[src/rtl/idx_bus_seq.sv]
module idx_bus_seq (
  input  logic        clk,
  input  logic        rst_n,
  input  logic        start,
  input  logic [15:0] pc_i,
  input  logic [15:0] x_i,
  input  logic [15:0] y_i,
  input  logic [15:0] d_i,
  input  logic [15:0] sp_i,
  input  logic [7:0]  rdata,
  output logic [15:0] addr,
  output logic        rw,
  output logic [7:0]  wdata,
  output logic        busy,
  output logic        done,
  output logic [15:0] pc_o,
  output logic [15:0] x_o,
  output logic [15:0] y_o,
  output logic [15:0] d_o,
  output logic [15:0] sp_o
);
  localparam logic [7:0]  PREFIX = 8'h1A;
  localparam logic [15:0] IDLE_A = 16'hFFFF;

  typedef enum logic [2:0] {K_UNK, K_LD, K_ST, K_AR, K_CALL, K_BIT, K_BRB} kind_t;

  function automatic kind_t classify(input logic p, input logic [7:0] b);
    case (b)
      8'hEE, 8'hEF: classify = (b == 8'hEE) ? K_LD : K_ST;
      8'hA3, 8'hAC: classify = K_AR;
      8'hEC:        classify = p ? K_UNK : K_LD;
      8'hED, 8'hAF: classify = p ? K_UNK : K_ST;
      8'hE3:        classify = p ? K_UNK : K_AR;
      8'hAD:        classify = p ? K_UNK : K_CALL;
      8'h1C, 8'h1D: classify = p ? K_UNK : K_BIT;
      8'h1E, 8'h1F: classify = p ? K_UNK : K_BRB;
      default:      classify = K_UNK;
    endcase
  endfunction

  logic        pg;
  logic [2:0]  j;
  logic [7:0]  op, hi, mk, rel;
  logic [15:0] ea, pc, x, y, d, sp;

  kind_t       kind;
  logic [15:0] pb, ret, stv;
  logic [2:0]  endj;
  logic [7:0]  bitres;
  logic        taken, last;

  assign kind   = classify(pg, op);
  assign pb     = pc + {15'd0, pg};
  assign ret    = pb + 16'd2;
  assign stv    = (op == 8'hED) ? d : (op == 8'hAF) ? sp : pg ? y : x;
  assign bitres = op[0] ? (hi & ~mk) : (hi | mk);
  assign taken  = op[0] ? ((hi & mk) == 8'h00) : ((~hi & mk) == 8'h00);
  assign endj   = (kind == K_LD || kind == K_ST) ? 3'd4 :
                  (kind == K_AR || kind == K_CALL) ? 3'd5 : 3'd6;
  assign last   = busy && j != 3'd0 && j == endj;

  assign pc_o = pc;
  assign x_o  = x;
  assign y_o  = y;
  assign d_o  = d;
  assign sp_o = sp;

  always_comb begin
    addr  = IDLE_A;
    rw    = 1'b1;
    wdata = 8'h00;
    if (busy) begin
      case (j)
        3'd0: addr = pb;
        3'd1: addr = pb + 16'd1;
        3'd3: begin
          addr = ea;
          if (kind == K_ST) begin rw = 1'b0; wdata = stv[15:8]; end
        end
        3'd4: case (kind)
          K_ST:         begin addr = ea + 16'd1; rw = 1'b0; wdata = stv[7:0]; end
          K_CALL:       begin addr = sp; rw = 1'b0; wdata = ret[7:0]; end
          K_BIT, K_BRB: addr = pb + 16'd2;
          default:      addr = ea + 16'd1;
        endcase
        3'd5: case (kind)
          K_CALL:  begin addr = sp - 16'd1; rw = 1'b0; wdata = ret[15:8]; end
          K_BRB:   addr = pb + 16'd3;
          default: addr = IDLE_A;
        endcase
        3'd6: if (kind == K_BIT) begin addr = ea; rw = 1'b0; wdata = bitres; end
        default: addr = IDLE_A;
      endcase
    end
  end

  always_ff @(posedge clk or negedge rst_n) begin
    if (!rst_n) begin
      busy <= 1'b0; done <= 1'b0; pg <= 1'b0; j <= 3'd0;
      op <= 8'h00; hi <= 8'h00; mk <= 8'h00; rel <= 8'h00; ea <= 16'h0000;
      pc <= 16'h0000; x <= 16'h0000; y <= 16'h0000; d <= 16'h0000; sp <= 16'h0000;
    end else begin
      done <= 1'b0;
      if (!busy) begin
        if (start) begin
          busy <= 1'b1; j <= 3'd0; pg <= 1'b0;
          pc <= pc_i; x <= x_i; y <= y_i; d <= d_i; sp <= sp_i;
        end
      end else begin
        j <= j + 3'd1;
        case (j)
          3'd0: if (!pg && rdata == PREFIX) begin
                  pg <= 1'b1; j <= 3'd0;
                end else begin
                  op <= rdata;
                  if (classify(pg, rdata) == K_UNK) begin
                    busy <= 1'b0; done <= 1'b1; j <= 3'd0; pc <= pb + 16'd1;
                  end
                end
          3'd1: ea <= x + {8'h00, rdata};
          3'd3: hi <= rdata;
          3'd4: begin
                  mk <= rdata;
                  if (kind == K_LD) begin
                    if (pg)                y <= {hi, rdata};
                    else if (op == 8'hEC)  d <= {hi, rdata};
                    else                   x <= {hi, rdata};
                  end
                end
          3'd5: rel <= rdata;
          default: ;
        endcase
        if (last) begin
          busy <= 1'b0; done <= 1'b1; j <= 3'd0;
          case (kind)
            K_CALL: begin pc <= ea; sp <= sp - 16'd2; end
            K_BIT:  pc <= pb + 16'd3;
            K_BRB:  pc <= pb + 16'd4 + (taken ? {{8{rel[7]}}, rel} : 16'h0000);
            default: pc <= pb + 16'd2;
          endcase
          if (kind == K_AR && !pg && op == 8'hE3) d <= d + {hi, mk};
          if (kind == K_AR && !pg && op == 8'hA3) d <= d - {hi, mk};
        end
      end
    end
  end

  p_idle_bus_r1: assert property (@(posedge clk) disable iff (!rst_n)
    !busy |-> (addr == 16'hFFFF && rw));
  p_step_bound_r2: assert property (@(posedge clk) disable iff (!rst_n)
    busy |-> j <= 3'd6);
  p_write_late_r4: assert property (@(posedge clk) disable iff (!rst_n)
    !rw |-> (busy && j >= 3'd3));
  p_sp_step_r6: assert property (@(posedge clk) disable iff (!rst_n)
    ($fell(busy) && sp != $past(sp)) |-> sp == $past(sp) - 16'd2);
  p_done_pulse_r11: assert property (@(posedge clk) disable iff (!rst_n)
    done |=> !done);
  p_done_ends_r11: assert property (@(posedge clk) disable iff (!rst_n)
    done |-> (!busy && $past(busy)));
endmodule

[config.mk]
export PLATFORM = sky130hd
export DESIGN_NAME = idx_bus_seq
export DESIGN_NICKNAME = d
export VERILOG_FILES = /design/src/rtl/idx_bus_seq.sv
export SDC_FILE = /design/constraint.sdc
export NUM_CORES = 1
export LEC_CHECK = 0
export CAP_MARGIN = 20
export CORE_MARGIN = 2
export CORE_UTILIZATION = 60
export DETAILED_ROUTE_END_ITERATION = 16
export DONT_BUFFER_PORTS = 1
export GPL_ROUTABILITY_DRIVEN = 1
export PLACE_DENSITY = 0.81
export SYNTH_ARGS = -nofsm -noshare
export SYNTH_HDL_FRONTEND = slang
export SYNTH_SLANG_ARGS = --single-unit
[constraint.sdc]
create_clock -name clk -period 4.86 [get_ports clk]
set_input_delay 0.972 -clock clk [delete_from_list [all_inputs] [get_ports clk]]
set_output_delay 0.972 -clock clk [all_outputs]
set_load 0.01 [all_outputs]
* Word-level counts from Yosys, hierarchy flattened *
Cells that the tools add are included.

word-level totals
  flip-flop bits (word level) = 134
  input port bits = 91
  output and inout port bits = 107
  word-level logic and storage cells = 212

operators by class
  $add $sub $neg = 13
  equal/unequal tests = 51
  mux-type cells = 90
  bitwise gates (word level) = 7
  reduce and logical (&&, ||, !) cells = 37

operators by type and width
  operator                                                               number
  16-bit two-way mux                                                     36
  8-bit equality test, second input constant                             18
  16-bit case mux with 6 select lines                                    1
  8-bit by 5-bit equality test with 1-bit output, second input constant  9
  16-bit case mux with 2 select lines                                    2
  16-bit case mux with 3 select lines                                    1
  3-bit case mux with 8 select lines                                     2
  8-bit two-way mux                                                      5
  3-bit two-way mux                                                      12
  16-bit by 1-bit adder with 16-bit output, second input constant        2
  16-bit adder                                                           2
  16-bit by 2-bit adder with 16-bit output, second input constant        2
  8-bit case mux with 4 select lines                                     1
  8-bit AND                                                              3
  2-bit OR reduction                                                     12
  1-bit two-way mux                                                      22
  3-bit equality test, second input constant                             6
  16-bit by 1-bit adder with 16-bit output                               1
  16-bit by 3-bit adder with 16-bit output, second input constant        1
  16-bit by 8-bit adder with 16-bit output                               1
  8-bit logical NOT                                                      2
  8-bit inverter                                                         2
  8-bit case mux with 2 select lines                                     1
  16-bit by 1-bit subtractor with 16-bit output, second input constant   1
  other kinds (24)                                                       53

* Logic depth before layout (Yosys ltp) *
  word-level depth = 12
  gate-level depth with buffers = 18
  depth with buffers taken out = 17

* Worst setup path after synthesis *
Ideal clock, no wire load.

  path kind = register to register
  start point = register pc[0] (netlist: pc_o[0])
  end point = register pc[9] (netlist: pc_o[9])
  library setup time = 0.125 ns
  arrival time = 4.102 ns
  required time = 4.735 ns
  setup slack = 0.633 ns
  cell stages (with the launch flop) = 17
  buffers on the path = 1
  period minus slack after synthesis = 4.227 ns
  cells stage by stage = dfrtp_1 ha_1 and3_1 buf_2 xnor2_1 inv_1 ha_1 ha_1 a21oi_1 o211ai_1 or3_1 a31oi_1 xor2_1 mux2i_1 a222oi_1 o221ai_1 mux2_2

on the way
  cells in the longest elaborated chain, start to end = 7
  elaborated cells on any way between the ends = 12
  those cells by class = add/sub (6); mux (6)

ends and longest elaborated chain
  element                                                                                           RTL line  text
  from (decl)                                                                                       44        logic [15:0] ea, pc, x, y, d, sp;
  from (signal assigned)                                                                            107       pc <= pc_i; x <= x_i; y <= y_i; d <= d_i; sp <= sp_i;
  from (signal assigned)                                                                            137       K_BIT: pc <= pb + 16'd3;
  from (signal assigned)                                                                            138       K_BRB: pc <= pb + 16'd4 + (taken ? {{8{rel[7]}}, rel} : 16'h0000);
  16-bit by 1-bit adder with 16-bit output *                                                        53        assign pb = pc + {15'd0, pg};
  parallel branches: the longest is 4 deep, another holds 16-bit by 3-bit adder with 16-bit output  n/a
  16-bit two-way mux *                                                                              133       if (last) begin
  16-bit two-way mux *                                                                              104       if (!busy) begin

Mark *: on every way between the ends. The select of a mux whose other input is x is not followed.
A chain may end at the register's enable or synchronous reset.

* Worst setup path after layout *
  start point = register hi[7]
  end point = register pc[9] (netlist: pc_o[9])

on the way
  cells in the longest elaborated chain, start to end = 9
  elaborated cells on any way between the ends = 11
  those cells by class = add/sub (1); mux (5); bitwise (3); reduce/logical (2)

ends and longest elaborated chain
  element                                RTL line  text
  from (decl)                            43        logic [7:0] op, hi, mk, rel;
  from (signal assigned)                 121       3'd3: hi <= rdata;
  8-bit inverter                         57        assign taken = op[0] ? ((hi & mk) == 8'h00) : ((~hi & mk) == 8'h00);
  8-bit AND                              57
  8-bit logical NOT                      57
  1-bit two-way mux *                    57
  16-bit two-way mux *                   138
  16-bit adder *                         138
  16-bit case mux with 3 select lines *  135       case (kind)
  16-bit two-way mux *                   133
  16-bit two-way mux *                   104
  to (signal assigned)                   137
  to (signal assigned)                   138
  to (signal assigned)                   139       default: pc <= pb + 16'd2;

Mark *: on every way between the ends. The rest lies on a longest branch, timed or not.

==> results.sh <==
export IMPL_synth_edf_count=0
export IMPL_syn2layout_area_growth_pct=8.98
export IMPL_power_density_nw_per_um2=700
export IMPL_p_comb_share_pct=58.6
export IMPL_core_um2=22600
export IMPL_slew_headroom_pct=32.0
export IMPL_tightest_slew_ns=1.01
export IMPL_min_path_type="in -> async"
export IMPL_crit_chain="inv_1 > a222oi_1 > a31oi_2 > nor2b_1 > ha_1 > ha_1 > fa_1 > a21oi_1 > o211ai_1 > or3_1 > a31oi_1 > xor2_1 > mux2i_1 > a222oi_1 > o221ai_1 > mux2_2"
export IMPL_place_area_um2=14200
export IMPL_slowest_delay_ns=0.52
export IMPL_synthTopCellsByCount="nand2_1, o21ai_0, nor2_1"
export IMPL_pin_count=198
export IMPL_path_class="reg -> reg"
export IMPL_grt_antenna_before_repair=0
export IMPL_cts_hold_repair_buffers=0
export IMPL_ff2ff_path_depth=16
export IMPL_dp_cells=1996
export IMPL_fin_crit_ns=4.81
export IMPL_avgSynthCellArea_um2=7.81
export IMPL_io_buffers=0
export IMPL_nets=1906
export IMPL_clock_latency_ns=0.44
export IMPL_maxCapViolCount=0
export IMPL_dp_slack_ns=0.0390
export IMPL_final_setup_viol_count=0
export IMPL_p_clk_share_pct=13.3
export IMPL_sw_frac_of_total_pct=55.8
export IMPL_regToRegEndpoint="pc_o[9]$_DFFE_PN0P_"
export IMPL_peakVddDrop_v=0.000440
export IMPL_fillCellCount=1929
export IMPL_worstPathRequired_ns=5.18
export IMPL_ys_ff_latch=134
export IMPL_initial_core_util_pct=61.0
export IMPL_yosys_cell_types_count=90
export IMPL_final_cell_count_no_fill=2034
export IMPL_vias=15200
export IMPL_clock_skew_ns=0.0173
export IMPL_status="finished clean"
export IMPL_p_leak_nw=6.13
export IMPL_antenna_left=0
export IMPL_ys_top_cells_by_area="dfrtp_1, ha_1, nand2_1"
export IMPL_rsz0062_at_grt="true"
export IMPL_cts_buffers=17
export IMPL_chipWidth_um=155
export IMPL_dr_pass1_iters=12
export IMPL_hold_violations=0
export IMPL_endpoint_kind="flip-flop"
export IMPL_critPathBufInv=1
export IMPL_grt_ovfl_total=0
export IMPL_synth_most_common_cell="nand2_1"
export IMPL_drt_wirelength_per_cell_um=29.3
export IMPL_cts_sinks=134
export IMPL_cts_root_buf="clkbuf_16"
export IMPL_design_area_um2=15000
export IMPL_cp_depth=16
export IMPL_route_detailed_drc=0
export IMPL_synth_top_area_share_pct=24.4
export IMPL_crit_end="pc_o[9]$_DFFE_PN0P_"
export IMPL_syn_num_nets=1933
export IMPL_startpoint="hi[7]$_DFFE_PN0P_"
export IMPL_grtUsageTotal_pct=48.5
export IMPL_cp_top_family="compound AO/OA/AOI/OAI gates"
export IMPL_cp_slowest_cell="dfrtp_2"
export IMPL_drive_gt1_share_pct=12.2
export IMPL_dp_hpwl_mm=44.2
export IMPL_via_per_inst=7.49
export IMPL_ff2ff_setup_slack_ns=0.05
export IMPL_cts_buffer_depth=2
export IMPL_cts_tree="built"
export IMPL_htreeDepth=4
export IMPL_grt_pass1_wl_mm=88.2
export IMPL_path_max_fanout=8
export IMPL_clkSlewWorstSetupHoldPaths_ns=0.08
export IMPL_synth_cells=1762
export IMPL_yosysSeqAreaShare_pct=24.4
export IMPL_drt_iter0_drc=2636
export IMPL_die_h_um=155
export IMPL_fmax_mhz=208
export IMPL_timing_final_crit_share_pct=99.0
export IMPL_fin_ws_ns=0.0482
export IMPL_place_congestion=1.05
export IMPL_crit_path_start_kind="flip-flop"
export IMPL_cp_arrival_ns=5.13
export IMPL_ys_warn_count=0
export IMPL_syn_cell_area_um2=13800
export IMPL_fin_tns_setup_ns=0
export IMPL_async_flop_share_pct=100
export IMPL_switchingPower_mw=5.85
export IMPL_synth_largest_area_cell="dfrtp_1"
export IMPL_intPower_mw=4.64
export IMPL_grt_max_degree=135
export IMPL_synth_ff_type="dfrtp_1"
export IMPL_slew_violations=0
export IMPL_seq_power_share_pct=28.2
export IMPL_drt_wl_total_mm=59.6
export IMPL_die_area_um2=24200
export IMPL_timing_rr_start="hi[7]$_DFFE_PN0P_"
export IMPL_rows=55
export IMPL_grt_pass1_vias=14100
## logic make-up after synthesis
family | after synthesis | synth area share (%)
AND/OR/NAND/NOR | 599 | 20.6
AO/OA/AOI/OAI | 534 | 26.7
buffers and inverters | 197 | 5.73
flip-flops | 134 | 24.4
XOR/XNOR | 113 | 7.19
multiplexers | 104 | 7.84
adder cells (fa/ha/maj) | 81 | 7.57
## per-layer routing
layer / wire, µm / vias up / track usage, %
met2: 24000 / 1379 / 69.5
met1: 22500 / 7146 / 65.8
li1: - / 6426 / -
met3: 9180 / 293 / 15.3
met4: 3870 / 0 / 24.1
met5: 0 / - / 0
## flip-flops by register name, summed over array words and instances, names as in the netlist
name	count
pg	1
done	1
mk	8
rel	8
pc_o	16
y_o	16
x_o	16
d_o	16
hi	8
ea	16
busy	1
op	8
j	3
sp_o	16
## worst register-to-register path, stage by stage, from the launching register on
cell,delay [ns]
dfrtp_2,0.52
inv_1,0.14
a222oi_1,0.40
a31oi_2,0.26
nor2b_1,0.19
ha_1,0.25
ha_1,0.25
fa_1,0.43
a21oi_1,0.23
o211ai_1,0.14
or3_1,0.39
a31oi_1,0.23
xor2_1,0.26
mux2i_1,0.15
a222oi_1,0.36
o221ai_1,0.21
mux2_2,0.29
## worst min path at each step
stage,from,end,slack [ns],depth (start not counted)
final,rst_n,rel[6]$_DFFE_PN0P_,0.22,0
after CTS,rst_n,rel[6]$_DFFE_PN0P_,0.22,0
after detailed placement,rel[1]$_DFFE_PN0P_,rel[1]$_DFFE_PN0P_,0.49,2
after global routing,rst_n,d_o[8]$_DFFE_PN0P_,0.21,0
after global placement,rel[0]$_DFFE_PN0P_,rel[0]$_DFFE_PN0P_,0.47,2
after floorplan,rel[0]$_DFFE_PN0P_,rel[0]$_DFFE_PN0P_,0.44,2
## what timing repair did
item	in CTS	in global routing
pin swaps	0	10
buffers inserted	0	3
resized for setup	1	35
endpoints found under the setup margin	2	21
## layout by cell type (no fill, tap or decap), types with 58 or more instances in the layout
| cell type | Yosys | final |
|---|---|---|
| ha_1 | 76 | 74 |
| xnor2_1 | 74 | 68 |
| buf_4 | 1 | 79 |
| dfrtp_1 | 134 | 126 |
| inv_1 | 67 | 67 |
| a21oi_1 | 94 | 92 |
| nand3_1 | 60 | 58 |
| mux2i_1 | 74 | 74 |
| o21ai_0 | 150 | 147 |
| nand2_1 | 223 | 223 |
| nor2_1 | 136 | 135 |
## through the flow
| stage | util, % | hold slack [ns] | power [mW] |
|---|---|---|---|
| 2_1_floorplan | - | 0.442 | 6.45 |
| 3_3_place_gp | 62.8 | 0.470 | 8.49 |
| 3_5_place_dp | 62.8 | 0.486 | 8.58 |
| 4_1_cts | 65.5 | 0.221 | 10.0 |
| 5_1_grt | 66.4 | 0.208 | 10.9 |
| 6_report | 66.4 | 0.224 | 10.5 |
## power by group through the flow
stage               combinational (mW)  sequential (mW)  clock [mW]
floorplan                         4.25             2.20           0
global placement                  5.64             2.85           0
detailed placement                5.71             2.87           0
CTS                               5.77             2.84        1.38
global route                      6.53             2.95        1.44
finish                            6.15             2.96        1.39
## area by class of cell
cell class,count,area [µm²],share of cell area [%]
Antenna cell,1,2.50,0.0167
Clock buffer,18,439,2.93
Clock inverter,14,156,1.04
Inverter,69,259,1.73
Multi-Input combinational cell,1431,9780,65.2
Sequential cell,134,3370,22.4
Tap cell,285,357,2.38
Timing Repair Buffer,82,634,4.23
Power figures use the tool's default switching activity.
